--- config.mk ---
export PLATFORM = sky130hd
export DESIGN_NAME = flash_lock_ctrl
export DESIGN_NICKNAME = d
export VERILOG_FILES = /design/src/rtl/flc_pkg.sv /design/src/rtl/flc_timer.sv /design/src/rtl/flc_lock_bank.sv /design/src/rtl/flc_sticky.sv /design/src/rtl/flash_lock_ctrl.sv
export SDC_FILE = /design/constraint.sdc
export NUM_CORES = 1
export LEC_CHECK = 0
export ABC_CLOCK_PERIOD_IN_PS = 6400
export BUFFER_PORTS_ARGS = -buffer_cell sky130_fd_sc_hd__buf_2
export CORE_MARGIN = 5
export CORE_UTILIZATION = 55
export CTS_CLUSTER_DIAMETER = 200
export DETAILED_ROUTE_END_ITERATION = 8
export GPL_TIMING_DRIVEN = 1
export PLACE_DENSITY = 0.87
export SLEW_MARGIN = 10
export SYNTH_ARGS = -nofsm -noshare
export SYNTH_HDL_FRONTEND = slang
export SYNTH_SLANG_ARGS = --single-unit
--- constraint.sdc ---
create_clock -name clk -period 6.4 [get_ports clk]
set_input_delay 0.64 -clock clk [delete_from_list [all_inputs] [get_ports clk]]
set_output_delay 0.64 -clock clk [all_outputs]
set_load 0.01 [all_outputs]
--- src/rtl/flc_pkg.sv ---
package flc_pkg;

  typedef enum logic [3:0] {
    ST_IDLE,
    ST_ERASE,
    ST_WRITE,
    ST_LOCK,
    ST_ESUSP,
    ST_ESW,
    ST_WSUSP,
    ST_PDOWN,
    ST_WAKE
  } flc_state_e;

  typedef enum logic [2:0] {
    OP_CLRSTAT = 3'd0,
    OP_ERASE   = 3'd1,
    OP_WRITE   = 3'd2,
    OP_SETBLK  = 3'd3,
    OP_SETMST  = 3'd4,
    OP_CLRBLK  = 3'd5,
    OP_SUSPEND = 3'd6,
    OP_RESUME  = 3'd7
  } flc_op_e;

  typedef enum logic [1:0] {
    PL_NONE,
    PL_SETBLK,
    PL_SETMST,
    PL_CLRALL
  } flc_pend_e;

  localparam int SB_READY = 7;
  localparam int SB_ESUSP = 6;
  localparam int SB_EERR  = 5;
  localparam int SB_WERR  = 4;
  localparam int SB_WSUSP = 2;
  localparam int SB_LOCKV = 1;

endpackage

--- src/rtl/flc_timer.sv ---
module flc_timer #(
  parameter int CW = 8
) (
  input  logic          clk,
  input  logic          rst_n,
  input  logic          load,
  input  logic [CW-1:0] load_val,
  input  logic          dec,
  output logic          zero
);

  logic [CW-1:0] cnt_q;
  logic [CW-1:0] cnt_d;
  logic          cnt_en;

  always_comb begin
    cnt_en = load | dec;
    cnt_d  = cnt_q;
    if (load) begin
      cnt_d = load_val;
    end else if (dec) begin
      cnt_d = cnt_q - 1'b1;
    end
  end

  always_ff @(posedge clk or negedge rst_n) begin
    if (!rst_n) begin
      cnt_q <= '0;
    end else if (cnt_en) begin
      cnt_q <= cnt_d;
    end
  end

  assign zero = (cnt_q == '0);

endmodule

--- src/rtl/flc_lock_bank.sv ---
module flc_lock_bank #(
  parameter  int NBLK = 16,
  localparam int BW   = $clog2(NBLK)
) (
  input  logic            clk,
  input  logic            rst_n,
  input  logic            set_blk,
  input  logic [BW-1:0]   set_idx,
  input  logic            clr_all,
  input  logic            set_mst,
  output logic [NBLK-1:0] locked,
  output logic            master
);

  for (genvar b = 0; b < NBLK; b++) begin : g_bit
    logic bit_q;
    logic bit_d;
    logic bit_en;

    always_comb begin
      bit_en = clr_all | (set_blk && (set_idx == BW'(b)));
      bit_d  = !clr_all;
    end

    always_ff @(posedge clk or negedge rst_n) begin
      if (!rst_n) begin
        bit_q <= 1'b0;
      end else if (bit_en) begin
        bit_q <= bit_d;
      end
    end

    assign locked[b] = bit_q;
  end

  logic mst_q;

  always_ff @(posedge clk or negedge rst_n) begin
    if (!rst_n) begin
      mst_q <= 1'b0;
    end else if (set_mst) begin
      mst_q <= 1'b1;
    end
  end

  assign master = mst_q;

endmodule

--- src/rtl/flc_sticky.sv ---
module flc_sticky (
  input  logic clk,
  input  logic rst_n,
  input  logic clr,
  input  logic set_eerr,
  input  logic set_werr,
  input  logic set_lv,
  output logic eerr,
  output logic werr,
  output logic lv
);

  logic [2:0] flg_q;
  logic [2:0] flg_d;
  logic       flg_en;

  always_comb begin
    flg_en = clr | set_eerr | set_werr | set_lv;
    if (clr) begin
      flg_d = 3'b000;
    end else begin
      flg_d = flg_q | {set_eerr, set_werr, set_lv};
    end
  end

  always_ff @(posedge clk or negedge rst_n) begin
    if (!rst_n) begin
      flg_q <= 3'b000;
    end else if (flg_en) begin
      flg_q <= flg_d;
    end
  end

  assign eerr = flg_q[2];
  assign werr = flg_q[1];
  assign lv   = flg_q[0];

endmodule

--- src/rtl/flash_lock_ctrl.sv ---
module flash_lock_ctrl
  import flc_pkg::*;
#(
  parameter int ADDR_W    = 20,
  parameter int NBLK      = 16,
  parameter int WRITE_CYC = 6,
  parameter int ERASE_CYC = 200,
  parameter int LOCK_CYC  = 8,
  parameter int WAKE_CYC  = 4
) (
  input  logic              clk,
  input  logic              rst_n,
  input  logic              pd_n,
  input  logic              cmd_valid,
  input  logic [2:0]        cmd_op,
  input  logic [ADDR_W-1:0] cmd_addr,
  output logic              ready_busy,
  output logic [7:0]        status
);

  localparam int BW     = $clog2(NBLK);
  localparam int MAX_WL = (WRITE_CYC > LOCK_CYC) ? WRITE_CYC : LOCK_CYC;
  localparam int MAX_OP = (MAX_WL > WAKE_CYC) ? MAX_WL : WAKE_CYC;
  localparam int OCW    = $clog2(MAX_OP + 1);
  localparam int ECW    = $clog2(ERASE_CYC + 1);

  localparam logic [OCW-1:0] W_LOAD  = OCW'(WRITE_CYC - 1);
  localparam logic [OCW-1:0] L_LOAD  = OCW'(LOCK_CYC - 1);
  localparam logic [OCW-1:0] WK_LOAD = OCW'(WAKE_CYC - 1);
  localparam logic [ECW-1:0] E_LOAD  = ECW'(ERASE_CYC - 1);

  flc_state_e st_q, st_d;
  flc_pend_e  pend_q, pend_d;
  logic [BW-1:0] pblk_q, pblk_d;
  logic [BW-1:0] eblk_q, eblk_d;
  logic          aux_en;

  flc_op_e       op;
  logic [BW-1:0] blk;
  logic          unused_addr_bits;

  assign op  = flc_op_e'(cmd_op);
  assign blk = cmd_addr[ADDR_W-1 -: BW];
  assign unused_addr_bits = ^cmd_addr[ADDR_W-BW-1:0];

  logic            op_load, op_dec, op_zero;
  logic [OCW-1:0]  op_val;
  logic            er_load, er_dec, er_zero;

  logic [NBLK-1:0] locked;
  logic            master;
  logic            lk_set_blk, lk_set_mst, lk_clr;

  logic            sr_clr, sr_eerr, sr_werr, sr_lv;
  logic            f_eerr, f_werr, f_lv;

  logic            is_susp;
  assign is_susp = cmd_valid && (op == OP_SUSPEND);

  always_comb begin
    st_d       = st_q;
    pend_d     = pend_q;
    pblk_d     = pblk_q;
    eblk_d     = eblk_q;
    aux_en     = 1'b0;
    op_load    = 1'b0;
    op_val     = W_LOAD;
    op_dec     = 1'b0;
    er_load    = 1'b0;
    er_dec     = 1'b0;
    lk_set_blk = 1'b0;
    lk_set_mst = 1'b0;
    lk_clr     = 1'b0;
    sr_clr     = 1'b0;
    sr_eerr    = 1'b0;
    sr_werr    = 1'b0;
    sr_lv      = 1'b0;

    if (!pd_n) begin
      st_d   = ST_PDOWN;
      sr_clr = 1'b1;
    end else begin
      unique case (st_q)
        ST_PDOWN: begin
          st_d    = ST_WAKE;
          op_load = 1'b1;
          op_val  = WK_LOAD;
        end

        ST_WAKE: begin
          if (op_zero) st_d = ST_IDLE;
          else         op_dec = 1'b1;
        end

        ST_IDLE: begin
          if (cmd_valid) begin
            unique case (op)
              OP_CLRSTAT: sr_clr = 1'b1;
              OP_ERASE: begin
                if (locked[blk]) begin
                  sr_eerr = 1'b1;
                  sr_lv   = 1'b1;
                end else begin
                  st_d    = ST_ERASE;
                  er_load = 1'b1;
                  eblk_d  = blk;
                  aux_en  = 1'b1;
                end
              end
              OP_WRITE: begin
                if (locked[blk]) begin
                  sr_werr = 1'b1;
                  sr_lv   = 1'b1;
                end else begin
                  st_d    = ST_WRITE;
                  op_load = 1'b1;
                end
              end
              OP_SETBLK: begin
                if (master) begin
                  sr_werr = 1'b1;
                  sr_lv   = 1'b1;
                end else begin
                  st_d    = ST_LOCK;
                  op_load = 1'b1;
                  op_val  = L_LOAD;
                  pend_d  = PL_SETBLK;
                  pblk_d  = blk;
                  aux_en  = 1'b1;
                end
              end
              OP_SETMST: begin
                st_d    = ST_LOCK;
                op_load = 1'b1;
                op_val  = L_LOAD;
                pend_d  = PL_SETMST;
                aux_en  = 1'b1;
              end
              OP_CLRBLK: begin
                if (master) begin
                  sr_eerr = 1'b1;
                  sr_lv   = 1'b1;
                end else begin
                  st_d    = ST_LOCK;
                  op_load = 1'b1;
                  op_val  = L_LOAD;
                  pend_d  = PL_CLRALL;
                  aux_en  = 1'b1;
                end
              end
              default: ;
            endcase
          end
        end

        ST_ERASE: begin
          if (er_zero) begin
            st_d = ST_IDLE;
          end else begin
            er_dec = 1'b1;
            if (is_susp) st_d = ST_ESUSP;
          end
        end

        ST_WRITE: begin
          if (op_zero) begin
            st_d = ST_IDLE;
          end else begin
            op_dec = 1'b1;
            if (is_susp) st_d = ST_WSUSP;
          end
        end

        ST_LOCK: begin
          if (op_zero) begin
            st_d = ST_IDLE;
            unique case (pend_q)
              PL_SETBLK: lk_set_blk = 1'b1;
              PL_SETMST: lk_set_mst = 1'b1;
              PL_CLRALL: lk_clr     = 1'b1;
              default: ;
            endcase
          end else begin
            op_dec = 1'b1;
          end
        end

        ST_ESUSP: begin
          if (cmd_valid) begin
            unique case (op)
              OP_CLRSTAT: sr_clr = 1'b1;
              OP_RESUME:  st_d   = ST_ERASE;
              OP_WRITE: begin
                if (blk == eblk_q) begin
                  sr_werr = 1'b1;
                end else if (locked[blk]) begin
                  sr_werr = 1'b1;
                  sr_lv   = 1'b1;
                end else begin
                  st_d    = ST_ESW;
                  op_load = 1'b1;
                end
              end
              default: ;
            endcase
          end
        end

        ST_ESW: begin
          if (op_zero) st_d = ST_ESUSP;
          else         op_dec = 1'b1;
        end

        ST_WSUSP: begin
          if (cmd_valid) begin
            unique case (op)
              OP_CLRSTAT: sr_clr = 1'b1;
              OP_RESUME:  st_d   = ST_WRITE;
              default: ;
            endcase
          end
        end

        default: st_d = ST_IDLE;
      endcase
    end
  end

  always_ff @(posedge clk or negedge rst_n) begin
    if (!rst_n) begin
      st_q <= ST_IDLE;
    end else begin
      st_q <= st_d;
    end
  end

  always_ff @(posedge clk or negedge rst_n) begin
    if (!rst_n) begin
      pend_q <= PL_NONE;
      pblk_q <= '0;
      eblk_q <= '0;
    end else if (aux_en) begin
      pend_q <= pend_d;
      pblk_q <= pblk_d;
      eblk_q <= eblk_d;
    end
  end

  flc_timer #(.CW(OCW)) u_op_timer (
    .clk      (clk),
    .rst_n    (rst_n),
    .load     (op_load),
    .load_val (op_val),
    .dec      (op_dec),
    .zero     (op_zero)
  );

  flc_timer #(.CW(ECW)) u_erase_timer (
    .clk      (clk),
    .rst_n    (rst_n),
    .load     (er_load),
    .load_val (E_LOAD),
    .dec      (er_dec),
    .zero     (er_zero)
  );

  flc_lock_bank #(.NBLK(NBLK)) u_locks (
    .clk     (clk),
    .rst_n   (rst_n),
    .set_blk (lk_set_blk),
    .set_idx (pblk_q),
    .clr_all (lk_clr),
    .set_mst (lk_set_mst),
    .locked  (locked),
    .master  (master)
  );

  flc_sticky u_sticky (
    .clk      (clk),
    .rst_n    (rst_n),
    .clr      (sr_clr),
    .set_eerr (sr_eerr),
    .set_werr (sr_werr),
    .set_lv   (sr_lv),
    .eerr     (f_eerr),
    .werr     (f_werr),
    .lv       (f_lv)
  );

  always_comb begin
    ready_busy = !(st_q == ST_ERASE || st_q == ST_WRITE ||
                   st_q == ST_LOCK  || st_q == ST_ESW);
    status           = 8'h00;
    status[SB_READY] = (st_q == ST_IDLE) || (st_q == ST_ESUSP) || (st_q == ST_WSUSP);
    status[SB_ESUSP] = (st_q == ST_ESUSP) || (st_q == ST_ESW);
    status[SB_EERR]  = f_eerr;
    status[SB_WERR]  = f_werr;
    status[SB_WSUSP] = (st_q == ST_WSUSP);
    status[SB_LOCKV] = f_lv;
  end

endmodule

==> Implementation_results.wiki <==
{| class="wikitable"
! Metric !! Value
|-
| Cell variety after synth || 60
|-
| Type of element capturing the critical path || flip-flop
|-
| Gate Count Post-Synth || approximately 280
|-
| Wire length of the first global-routing pass || 9430 um
|-
| Core occupancy in the finished layout || 0.609
|-
| Avg Inst Size Synth || 9.65 sq um
|-
| Router iterations before antenna repair || 4
|-
| Largest net degree at the start of global routing || between 40 and 50
|-
| Clock tree from TritonCTS || yes
|-
| Clock-pin slew reported for the worst setup and hold paths after clock tree synthesis || about 90 ps
|-
| Peak clock frequency supported by timing || between 0.3 and 0.4 GHz
|-
| CTS root buffer || sky130_fd_sc_hd__clkbuf_8
|-
| Hold_buf cts || 0
|-
| Final-layout setup total negative slack || 0 ps
|-
| Clock Power Share || 0.215
|-
| Post-route fraction of the period consumed by the critical path || 0.412
|-
| Share of synthesized flip-flops with an asynchronous set or reset || 1.00
|-
| Total wire length || between 5000 and 6000 um
|-
| Post-route antenna net violation count || 0
|-
| Post-synth EDFFs || 0
|-
| Power density cells || 327 mW/mm^2
|-
| Number of slew-limit violations in the final report || 0
|-
| Post-cts resize count || 0
|-
| Average detailed-routed wire length per instance || around 15 um
|-
| Sequential share of power || 0.452
|-
| TritonCTS buffer count || 5
|-
| Share of total power in combinational logic || 0.333
|-
| Final count of negative-setup-slack endpoints || 0
|-
| Startpoint-to-endpoint class of the critical path || flip-flop to flip-flop
|-
| Nature of the critical path startpoint || flip-flop
|-
| Int Pwr || roughly 610 uW
|-
| Total number of vias || approximately 2100
|-
| Half-perimeter wire length after detailed placement || 3940 um
|-
| # DRC || 0
|-
| Skew-Pair Late Insertion Delay || roughly 300 ps
|-
| Average via count per standard cell || between 5 and 6
|-
| Largest cells by area after synthesis || sky130_fd_sc_hd__dfrtp_1, sky130_fd_sc_hd__nor2_1, sky130_fd_sc_hd__xnor2_1
|-
| Ant. Diodes || 0
|-
| Tot GR Track Use || 0.188
|-
| Standard-cell row count || 25
|-
| Antenna violations before repair || 0
|-
| Synth top area share || 0.423
|-
| Cell accounting for the most synthesized area || sky130_fd_sc_hd__dfrtp_1
|-
| Buffers inserted by post-CTS timing repair || 0
|-
| Starting Density || 0.573
|-
| Flip-flop and latch count after synthesis || 46
|-
| Switching Power || about 340 uW
|-
| Most instantiated flip-flop cell in the synthesis netlist || sky130_fd_sc_hd__dfrtp_1
|-
| Pleak || 1.32 nW
|-
| Register area share after synthesis || 0.423
|-
| Worst hold-check path type || flip-flop to flip-flop
|-
| Die ar. || ~0.0065 sq mm
|-
| Detailed router's first-iteration violation count || 173
|-
| Area growth syn-to-layout || 6.30%
|-
| Worst Tran Pin Value || 1000 ps
|-
| Yosys warning count || 0
|-
| Number of global-route vias before repair || 2013
|-
| Worst path arrival time || about 2800 ps
|-
| Final total power || approximately 950 uW
|-
| Final cell area excluding filler cells || 0.00289 sq mm
|-
| Net switching share of the total power || 0.359
|-
| GR Overflow Total || 0
|-
| Max-cap check violation count || 0
|-
| Final number of hold-violating endpoints || 0
|-
| Total number of clock tree sinks || between 40 and 50
|-
| Worst slew margin || 0.331
|-
| Buffers from clock root to sink, at most || 2
|-
| Placed Instance Area || around 0.0028 sq mm
|-
| I/O pin cnt || 36
|-
| Fraction of final layout cells with drive strength greater than 1 || 0.166
|-
| Post-synthesis instance area || 0.00272 sq mm
|-
| RD Place Congestion || a little over 0.9
|-
| Status || completed
|-
| Net count, final || approximately 320
|-
| Data required time of the worst path || 6540 ps
|-
| Chip Width || 80.4 um
|-
| Cell Count, Final, Fillers Out || 356
|-
| Input/output buffers || 17
|-
| Biggest fanout along the worst timing path || 16
|-
| Cells after DPL || roughly 350
|-
| CTS HTree Levels || 2
|-
| Time the final worst path needs with I/O delays and setup || between 2000 and 3000 ps
|-
| Die boundary height || between 80 and 90 um
|-
| Worst Clk Skew || roughly 11 ps
|-
| Standard cell core area || about 0.0048 sq mm
|-
| Setup repair after global routing missed its margin || no
|-
| Maximum vdd ir drop || 0.191 mV
|}
-- per-layer routing --
metal	vias to the layer above	wire length, um	GRT usage
met4	0	105	0.0709
met1	1001	2340	0.249
met2	49	2630	0.302
met3	9	313	0.0415
met5	-	0	0
li1	1023	-	-
-- power groups by stage --
stage / Clock [mW] / Sequential [mW] / Combinational [mW]
global route: 0.218 / 0.443 / 0.355
global placement: 0 / 0.428 / 0.301
detailed placement: 0 / 0.433 / 0.314
floorplan: 0 / 0.388 / 0.280
CTS: 0.209 / 0.427 / 0.317
finish: 0.203 / 0.428 / 0.315
-- Yosys cell counts, drive strengths merged (3+ instances only) --
cell type / instances
clkbuf: 9
nor2b: 8
nand4: 3
nor4: 3
mux2i: 3
nor3: 10
nor4b: 6
dfrtp: 46
nand2b: 5
mux2: 7
o211ai: 3
mux4: 4
or3b: 3
xor2: 5
and2: 4
o21ai: 10
buf: 10
ha: 3
or3: 4
nand2: 15
o31ai: 4
a21oi: 16
nor2: 29
a31oi: 7
nor3b: 5
inv: 13
nand3: 5
xnor2: 10
-- worst paths after layout --
check | depth (start not counted) | end | startpoint | slack (ps)
max | 6 | u_locks.g_bit[4].bit_q$_DFFE_PN0P_ | u_op_timer.cnt_q[0]$_DFFE_PN0P_ | 3760
min | 2 | u_locks.g_bit[12].bit_q$_DFFE_PN0P_ | u_locks.g_bit[12].bit_q$_DFFE_PN0P_ | 500
max reg2reg | 6 | u_locks.g_bit[4].bit_q$_DFFE_PN0P_ | u_op_timer.cnt_q[0]$_DFFE_PN0P_ | 3760
min reg2reg | 2 | u_locks.g_bit[12].bit_q$_DFFE_PN0P_ | u_locks.g_bit[12].bit_q$_DFFE_PN0P_ | 500
max in group asynchronous | 1 | u_locks.master$_DFFE_PN0P_ | rst_n | 5270
min in group asynchronous | 1 | u_erase_timer.cnt_q[6]$_DFFE_PN0P_ | rst_n | 510
-- flip-flops by register name, summed over array words and instances, names as in the netlist --
signal / count
u_locks.g_bit.bit_q: 16
u_sticky.flg_q: 3
pend_q: 2
pblk_q: 4
u_op_timer.cnt_q: 4
st_q: 4
eblk_q: 4
u_erase_timer.cnt_q: 8
u_locks.master: 1
-- area by class of cell --
class                           instances  area (sq um)
Clock buffer                            8           110
Fill cell                             413          1860
Inverter                               13          48.8
Multi-Input combinational cell        205          1420
Sequential cell                        46          1150
Tap cell                               67          83.8
Timing Repair Buffer                   17          85.1
-- through the flow --
| stage | setup slack [ps] | hold slack (ps) |
|---|---|---|
| 5_1_grt | 3470 | 523 |
| 4_1_cts | 3740 | 498 |
| 3_3_place_gp | 3690 | 470 |
| 6_report | 3760 | 497 |
| 2_1_floorplan | 3840 | 344 |
| 3_5_place_dp | 3670 | 481 |
-- kinds of logic (layout without fill, tap and decap cells) --
family / after synthesis / count (layout) / share of synthesized area
buffers and inverters: 32 / 38 / 0.0588
AOI/OAI and AO/OA: 58 / 58 / 0.139
xor gates and xnor gates: 15 / 15 / 0.0483
adders and majority gates: 3 / 3 / 0.0138
muxes: 14 / 14 / 0.0786
other: 1 / 2 / 0.00138
and+or+nand+nor: 113 / 113 / 0.237
DFF: 46 / 46 / 0.423
-- cells in the final DEF (no fill, tap or decap), types with 3 or more instances in the layout --
cell type,count
sky130_fd_sc_hd__nand2b_1,5
sky130_fd_sc_hd__and2_2,3
sky130_fd_sc_hd__mux2_2,5
sky130_fd_sc_hd__o21ai_0,10
sky130_fd_sc_hd__nor3_1,10
sky130_fd_sc_hd__nand2_1,15
sky130_fd_sc_hd__buf_2,17
sky130_fd_sc_hd__xor2_1,5
sky130_fd_sc_hd__nor4b_1,6
sky130_fd_sc_hd__nand4_1,3
sky130_fd_sc_hd__nor2b_1,8
sky130_fd_sc_hd__xnor2_1,10
sky130_fd_sc_hd__a21oi_1,16
sky130_fd_sc_hd__o211ai_1,3
sky130_fd_sc_hd__inv_1,13
sky130_fd_sc_hd__nand3_1,4
sky130_fd_sc_hd__nor4_1,3
sky130_fd_sc_hd__nor3b_1,5
sky130_fd_sc_hd__a31oi_1,7
sky130_fd_sc_hd__ha_1,3
sky130_fd_sc_hd__dfrtp_1,46
sky130_fd_sc_hd__mux2i_1,3
sky130_fd_sc_hd__or3b_2,3
sky130_fd_sc_hd__or3_1,3
sky130_fd_sc_hd__nor2_1,29
sky130_fd_sc_hd__clkbuf_8,8
sky130_fd_sc_hd__o31ai_1,4
-- worst max-delay path, cell delays in order, from the launching register on --
cell                      delay (ps)
sky130_fd_sc_hd__dfrtp_1         410
sky130_fd_sc_hd__inv_1            60
sky130_fd_sc_hd__ha_1            170
sky130_fd_sc_hd__nor3b_1         580
sky130_fd_sc_hd__nand4_1         320
sky130_fd_sc_hd__nor2_1          810
sky130_fd_sc_hd__nor2_1          120
Note: power is estimated with default switching activity, not from simulation.
